===== config.mk =====
export PLATFORM = sky130hd
export DESIGN_NAME = gated_oneshot
export DESIGN_NICKNAME = d
export VERILOG_FILES = /design/src/rtl/gated_oneshot_pkg.sv /design/src/rtl/edge_tracker.sv /design/src/rtl/pulse_timer.sv /design/src/rtl/gated_oneshot.sv
export SDC_FILE = /design/constraint.sdc
export NUM_CORES = 1
export LEC_CHECK = 0
export BUFFER_PORTS_ARGS = -buffer_cell sky130_fd_sc_hd__buf_4
export CAP_MARGIN = 10
export CELL_PAD_IN_SITES_DETAIL_PLACEMENT = 0
export CELL_PAD_IN_SITES_GLOBAL_PLACEMENT = 2
export CORE_MARGIN = 10
export CORE_UTILIZATION = 32
export CTS_BUF_LIST = sky130_fd_sc_hd__clkbuf_4 sky130_fd_sc_hd__clkbuf_8 sky130_fd_sc_hd__clkbuf_16
export CTS_CLUSTER_DIAMETER = 50
export CTS_CLUSTER_SIZE = 14
export DETAILED_ROUTE_END_ITERATION = 10
export PLACE_DENSITY_LB_ADDON = 0.1
export SLEW_MARGIN = 20
export SYNTH_ARGS = -nofsm -noshare
export SYNTH_HDL_FRONTEND = slang
export SYNTH_SLANG_ARGS = --single-unit

===== constraint.sdc =====
create_clock -name clk -period 2.39 [get_ports clk]
set_input_delay 0.3585 -clock clk [delete_from_list [all_inputs] [get_ports clk]]
set_output_delay 0.3585 -clock clk [all_outputs]
set_load 0.01 [all_outputs]

===== src/rtl/gated_oneshot_pkg.sv =====
package gated_oneshot_pkg;
   // Bit positions of the three control inputs inside the sampled vector.
   localparam int unsigned IN_COUNT = 3;
   localparam int unsigned IDX_FALL = 0;
   localparam int unsigned IDX_RISE = 1;
   localparam int unsigned IDX_CLR  = 2;
   // Edge polarity per input bit: 1 = detect 0->1, 0 = detect 1->0.
   localparam logic [IN_COUNT-1:0] EDGE_POLARITY = 3'b110;
endpackage


===== src/rtl/edge_tracker.sv =====
module edge_tracker #(
   parameter int unsigned          N   = 3,
   parameter logic [N-1:0]         POL = '1
) (
   input  logic         clk,
   input  logic         rst,
   input  logic [N-1:0] din,
   output logic [N-1:0] evt
);
   logic [N-1:0] hist_q;

   // Reset loads the history from the live inputs, so no edge is seen across release.
   always_ff @(posedge clk) begin
      hist_q <= din;
      if (rst) hist_q <= din;
   end

   for (genvar i = 0; i < N; i++) begin : g_edge
      if (POL[i]) begin : g_rise
         assign evt[i] = ~rst & din[i] & ~hist_q[i];
      end else begin : g_fall
         assign evt[i] = ~rst & ~din[i] & hist_q[i];
      end
   end
endmodule


===== src/rtl/pulse_timer.sv =====
module pulse_timer #(
   parameter int unsigned WW = 8
) (
   input  logic          clk,
   input  logic          rst,
   input  logic          clr_lvl,
   input  logic          fire,
   input  logic [WW-1:0] width,
   output logic          pulse
);
   localparam logic [WW-1:0] ONE = WW'(1);

   logic          busy_q;
   logic [WW-1:0] rem_q;
   logic          last_cyc;
   logic          accept;

   assign last_cyc = busy_q && (rem_q == '0);
   assign accept   = fire && (!busy_q || last_cyc);

   always_ff @(posedge clk) begin
      if (rst || !clr_lvl) begin
         busy_q <= 1'b0;
         rem_q  <= '0;
      end else if (accept) begin
         busy_q <= 1'b1;
         rem_q  <= (width == '0) ? '0 : width - ONE;
      end else if (busy_q) begin
         if (rem_q == '0) busy_q <= 1'b0;
         else             rem_q  <= rem_q - ONE;
      end
   end

   assign pulse = busy_q;


   clr_cut_chk: assert property (@(posedge clk) disable iff (rst)
      !clr_lvl |=> !pulse);


   no_stretch_chk: assert property (@(posedge clk) disable iff (rst)
      (busy_q && rem_q != '0 && clr_lvl) |=> (busy_q && rem_q == $past(rem_q) - ONE));


   zero_width_chk: assert property (@(posedge clk) disable iff (rst)
      (fire && !busy_q && width == '0) |=> (busy_q && rem_q == '0));


   back_to_back_chk: assert property (@(posedge clk) disable iff (rst)
      (last_cyc && fire) |=> pulse);
endmodule


===== src/rtl/gated_oneshot.sv =====
module gated_oneshot
   import gated_oneshot_pkg::*;
#(
   parameter int unsigned WW = 8
) (
   input  logic          clk,
   input  logic          rst,
   input  logic          trig_fall_n,
   input  logic          trig_rise,
   input  logic          clr_n,
   input  logic [WW-1:0] width,
   output logic          q,
   output logic          q_n
);
   if (WW < 1 || WW > 32) begin : g_bad_ww
      $error("gated_oneshot: WW must lie in 1..32");
   end

   logic [IN_COUNT-1:0] lvl;
   logic [IN_COUNT-1:0] evt;
   logic                fire;
   logic                pulse;

   assign lvl[IDX_FALL] = trig_fall_n;
   assign lvl[IDX_RISE] = trig_rise;
   assign lvl[IDX_CLR]  = clr_n;

   edge_tracker #(.N(IN_COUNT), .POL(EDGE_POLARITY)) u_edges (
      .clk (clk),
      .rst (rst),
      .din (lvl),
      .evt (evt)
   );

   // Each input qualifies only with the other two at their enabling levels.
   assign fire = clr_n & ( (evt[IDX_FALL] &  trig_rise)
                         | (evt[IDX_RISE] & ~trig_fall_n)
                         | (evt[IDX_CLR]  & ~trig_fall_n & trig_rise));

   pulse_timer #(.WW(WW)) u_timer (
      .clk     (clk),
      .rst     (rst),
      .clr_lvl (clr_n),
      .fire    (fire),
      .width   (width),
      .pulse   (pulse)
   );

   assign q   = pulse;
   assign q_n = ~pulse;


   rise_needs_fire_chk: assert property (@(posedge clk) disable iff (rst)
      $rose(q) |-> $past(fire));


   clr_blocks_chk: assert property (@(posedge clk) disable iff (rst)
      !clr_n |-> !fire);
endmodule


# Word level (Yosys, flattened, before mapping)

Index checks and enable logic that the tools add are counted.

Add/sub/neg operators: 2
Eq/ne operators: 1
Muxes and demuxes: 7
Bitwise logic cells: 18
Reduce and logical (&&, ||, !) cells: 10

Operators with widths:

| kind                  | count |
|---|---|
| $mux W8               | 4 |
| $logic_not A8 Y1      | 2 |
| $sub A8 B1 Y8 const B | 2 |
| $and A1 B1 Y1         | 11 |
| $not A1 Y1            | 5 |
| $mux W1               | 3 |
| $logic_and A1 B1 Y1   | 2 |
| $logic_not A1 Y1      | 2 |
| $logic_or A1 B1 Y1    | 2 |
| $ne A2 B1 Y1 const B  | 1 |
| $or A1 B1 Y1          | 2 |
| $reduce_and A2 Y1     | 1 |
| $reduce_bool A2 Y1    | 1 |

Bits in registers: 12
Input bits: 13
Output and inout port bits: 2

# Longest topological paths before layout

Word-level depth: 10
Gate-level depth with buffers: 7

# Hierarchy

A second synthesis with hierarchy kept.

Cells, all modules: 113
Area total of the unflattened synthesis: 915.9 um^2

By module, submodules not included:

| module        | times used | cells each | area each (um^2) |
|---|---|---|---|
| pulse_timer   | 1          | 101        | 802.0 |
| edge_tracker  | 1          | 6          | 82.6 |
| gated_oneshot | 1          | 6          | 31.3 |

# Worst setup path before layout

No wires, ideal clock.

Kind: reg2reg
From: register u_timer.rem_q[2]
To: register u_timer.rem_q[7]
Library setup time: 137 ps
Data arrival time: 1,752 ps
Data required time: 2,253 ps
Setup slack: 501 ps
Stages on the path, launching flop included: 7
Buffers on the path: 2
Period minus slack after synthesis: 1,889 ps
Path through: dfxtp_1 > or4_1 > buf_2 > o31a_1 > buf_2 > nor4b_2 > a211oi_1

Word-level cells in the longest chain between the ends: 6

RTL lines:

| item                                                  | line              | text |
|---|---|---|
| start: declaration                                    | pulse_timer.sv:14 | `logic [WW-1:0] rem_q;` |
| start signal: assignment                              | pulse_timer.sv:27 | `rem_q <= (width == '0) ? '0 : width - ONE;` |
| start signal: assignment                              | pulse_timer.sv:30 | `else rem_q <= rem_q - ONE;` |
| branches (longest 6 deep; another with $sub A8 B1 Y8) | -                 |  |

Parallel ways; which one is timed is not known. The select of a mux whose other input is x is not followed.
A chain may end at the register's enable or synchronous reset.

# Final worst setup path

From: register u_timer.rem_q[2]
To: register u_timer.rem_q[6]

Same word-level chain as after synthesis.

==> impl_metrics.env <==
export IMPL_final_cell_mix="buf_4 (15), dfxtp_1 (12), nor3_1 (9), inv_1 (8), a21oi_1 (8)"
export IMPL_htreeDepth=1
export IMPL_synth_cell_types=38
export IMPL_cts_made_buffers=3
export IMPL_cts_max_path_buffers=2
export IMPL_register_area_um2=240
export IMPL_numClockSinks=12
export IMPL_cts_tree="built"
export IMPL_syn_avg_cell_area_um2=8.68
export IMPL_hold_buffers=0
export IMPL_outcome="completed"
export IMPL_cp_required_ps=2530
export IMPL_final_common_cell="buf_4"
export IMPL_setup_viol=0
export IMPL_syn2layout_area_growth_pct=18.5
export IMPL_skew_ps=9.62
export IMPL_seqPwrFrac=0.514
export IMPL_grt_overflow_total=0
export IMPL_synth_seq_area_share=0.279
export IMPL_combPwrFrac=0.176
export IMPL_reg2reg_slack_ps=290
export IMPL_ir_drop_mv=0.315
export IMPL_insertion_delay_ps=270
export IMPL_slew_headroom=0.717
export IMPL_wl_um=2060
export IMPL_netlist_area_um2=860
export IMPL_fp_coreArea_mm2=0.00252
export IMPL_drtIter0Drc=43
export IMPL_clkTransAtPathRegs_ps=80
export IMPL_p_leak_nw=0.432
export IMPL_worst_setup_path_end_kind="register"
export IMPL_synth_net_count=116
export IMPL_rsz0062_at_grt="no"
export IMPL_drc=0
export IMPL_hp_start="trig_rise"
export IMPL_layoutNonFillerInstCount=144
export IMPL_grt_pass1_wl_um=3510
export IMPL_hold_violations=0
export IMPL_synth_warnings=0
export IMPL_clock_root_buffer="clkbuf_4"
export IMPL_finish_net_count=133
export IMPL_switching_share=0.263
export IMPL_ys_ff_latch=12
export IMPL_power_density_mw_per_mm2=397
export IMPL_netlist_instances=99
export IMPL_ant_nets=0
export IMPL_min_period_ps=2100
export IMPL_fmax_ghz=0.475
export IMPL_place_inst=141
export IMPL_power_switching_mw=0.107
export IMPL_path_max_fanout=11
export IMPL_power_frac_clock=0.310
export IMPL_slew_violations=0
export IMPL_die_y_um=71.8
export IMPL_io_pins=15
export IMPL_crit_path_max_incr_delay_ps=670
export IMPL_dpl_hpwl_um=1700
export IMPL_worstPathArrival_ps=2240
export IMPL_max_cap_viol_count=0
export IMPL_worst_slew_pin_slew_ps=425
export IMPL_power_mw=0.405
export IMPL_io_buffer_count=14
export IMPL_via_per_inst=5.42
export IMPL_cp_cell_sequence="or4_1 -> o31a_1 -> nor4b_1 -> a2111oi_0"
export IMPL_antenna_found_initial=0
export IMPL_drive_gt1_frac=0.211
export IMPL_fin_crit_sh=0.880
export IMPL_grt_pass1_vias=768
export IMPL_fp_dieW_um=71.8
export IMPL_hold_class="primary input to register"
export IMPL_multi_input_area_um2=576
export IMPL_startpoint="u_timer.rem_q[2]$_SDFFE_PP0P_"
export IMPL_r2r_start="u_timer.rem_q[2]$_SDFFE_PP0P_"
export IMPL_via_count=780
export IMPL_antenna_cells=0
export IMPL_crit_slowest_cell="or4_1"
export IMPL_final_util=0.404
export IMPL_cts_setup_buffers=0
export IMPL_rows=18
export IMPL_initial_core_util=0.341
export IMPL_gr_usage_all_layers=0.0815
export IMPL_worst_setup_path_start_kind="register"
export IMPL_gp_congestion=0.745
export IMPL_post_cts_resized=0
export IMPL_dr_pass1_iters=4
export IMPL_p_int_mw=0.298
export IMPL_fin_tns_setup_ps=0
export IMPL_grt_max_degree=12
export IMPL_n_fill_cell=287
export IMPL_die_area_mm2=0.00516
export IMPL_criticalPathCategory="register to register"
export IMPL_wl_per_cell_um=14.3
==> final timing paths <==
check                                                     end  depth (start not counted)
worst min-delay path                u_edges.hist_q[1]$_DFF_P_                          1
worst max register to register  u_timer.rem_q[6]$_SDFFE_PP0P_                          4
worst min register to register  u_timer.rem_q[3]$_SDFFE_PP0P_                          1
worst max-delay path            u_timer.rem_q[6]$_SDFFE_PP0P_                          4
==> layer usage <==
layer | GRT usage | vias to the layer above | share of wire | wire length, um
met3 | 0.0344 | 2 | 0.039 | 80
met4 | 0.0129 | 0 | 0.0039 | 8
met5 | 0 | - | 0 | 0
met1 | 0.101 | 356 | 0.49 | 1000
li1 | - | 410 | - | -
met2 | 0.129 | 12 | 0.47 | 969
==> power by group through the flow <==
stage / clock (mW) / combinational, mW / sequential (mW)
floorplan: 0 / 0.0411 / 0.212
global placement: 0 / 0.0717 / 0.213
detailed placement: 0 / 0.0717 / 0.213
CTS: 0.132 / 0.0721 / 0.208
global route: 0.142 / 0.0800 / 0.209
finish: 0.125 / 0.0712 / 0.208
==> state kept, by name (all words and copies together), names as in the netlist <==
name / flops
u_timer.rem_q: 8
u_edges.hist_q: 3
u_timer.pulse: 1
==> stage by stage <==
stage / area (um^2) / hold WS (ps) / setup WS [ps]
CTS: 1020 / 188 / 297
detailed placement: 996 / 472 / 307
finish: 1020 / 200 / 286
global placement: 996 / 469 / 373
global route: 1020 / 178 / 211
floorplan: 860 / 386 / 501
==> kinds of logic after synthesis <==
logic type,Yosys count,share of synthesized area
simple gates,33,0.245
mux,1,0.0116
compound gates,33,0.304
xor+xnor,5,0.0509
flops,12,0.279
buf+inv,11,0.0509
fa+ha+maj,4,0.0582
==> synth_stat cells <==
| master | instances | area share |
|---|---|---|
| nor3b_1 | 1 | 0.0087 |
| nand2_1 | 2 | 0.0087 |
| dfxtp_1 | 12 | 0.28 |
| o31ai_1 | 1 | 0.0087 |
| a2111oi_0 | 1 | 0.010 |
| buf_1 | 1 | 0.0044 |
| o21ai_0 | 4 | 0.023 |
| or4_1 | 2 | 0.017 |
| a21o_1 | 1 | 0.0087 |
| nand2b_1 | 3 | 0.022 |
| mux2i_1 | 1 | 0.012 |
| nor4b_1 | 2 | 0.020 |
| a2111oi_2 | 1 | 0.017 |
| o31ai_4 | 1 | 0.025 |
| xor2_1 | 1 | 0.010 |
| ha_1 | 4 | 0.058 |
| nand4bb_1 | 1 | 0.013 |
| a21oi_1 | 8 | 0.047 |
| a211oi_1 | 2 | 0.017 |
| nor3_1 | 9 | 0.052 |
| nor4b_2 | 1 | 0.017 |
| o22ai_1 | 1 | 0.0073 |
| o211a_1 | 4 | 0.047 |
| o31a_1 | 1 | 0.010 |
| or3_1 | 1 | 0.0073 |
| o311a_1 | 1 | 0.012 |
| nor4_1 | 2 | 0.015 |
| o21ba_2 | 1 | 0.012 |
| inv_1 | 8 | 0.035 |
| xnor2_1 | 4 | 0.041 |
| nor2_1 | 2 | 0.0087 |
| o211ai_1 | 4 | 0.035 |
| nor2b_1 | 5 | 0.036 |
| nand4_1 | 1 | 0.0073 |
| or3b_2 | 1 | 0.010 |
| buf_2 | 2 | 0.012 |
| o311ai_0 | 1 | 0.010 |
| a22oi_2 | 1 | 0.015 |
==> critical path: cells and delay by family (launching register included) <==
| family | cells | cell delay (ps) |
|---|---|---|
| and+or+nand+nor | 2 | 1010 |
| AOI/OAI and AO/OA | 2 | 600 |
| DFF | 1 | 360 |
==> final cells by class <==
class	instances	area share
Clock buffer	3	0.0221
Inverter	8	0.0295
Multi-Input combinational cell	76	0.565
Sequential cell	12	0.236
Tap cell	30	0.0369
Timing Repair Buffer	15	0.111
Note: power is estimated with default switching activity, not from simulation.
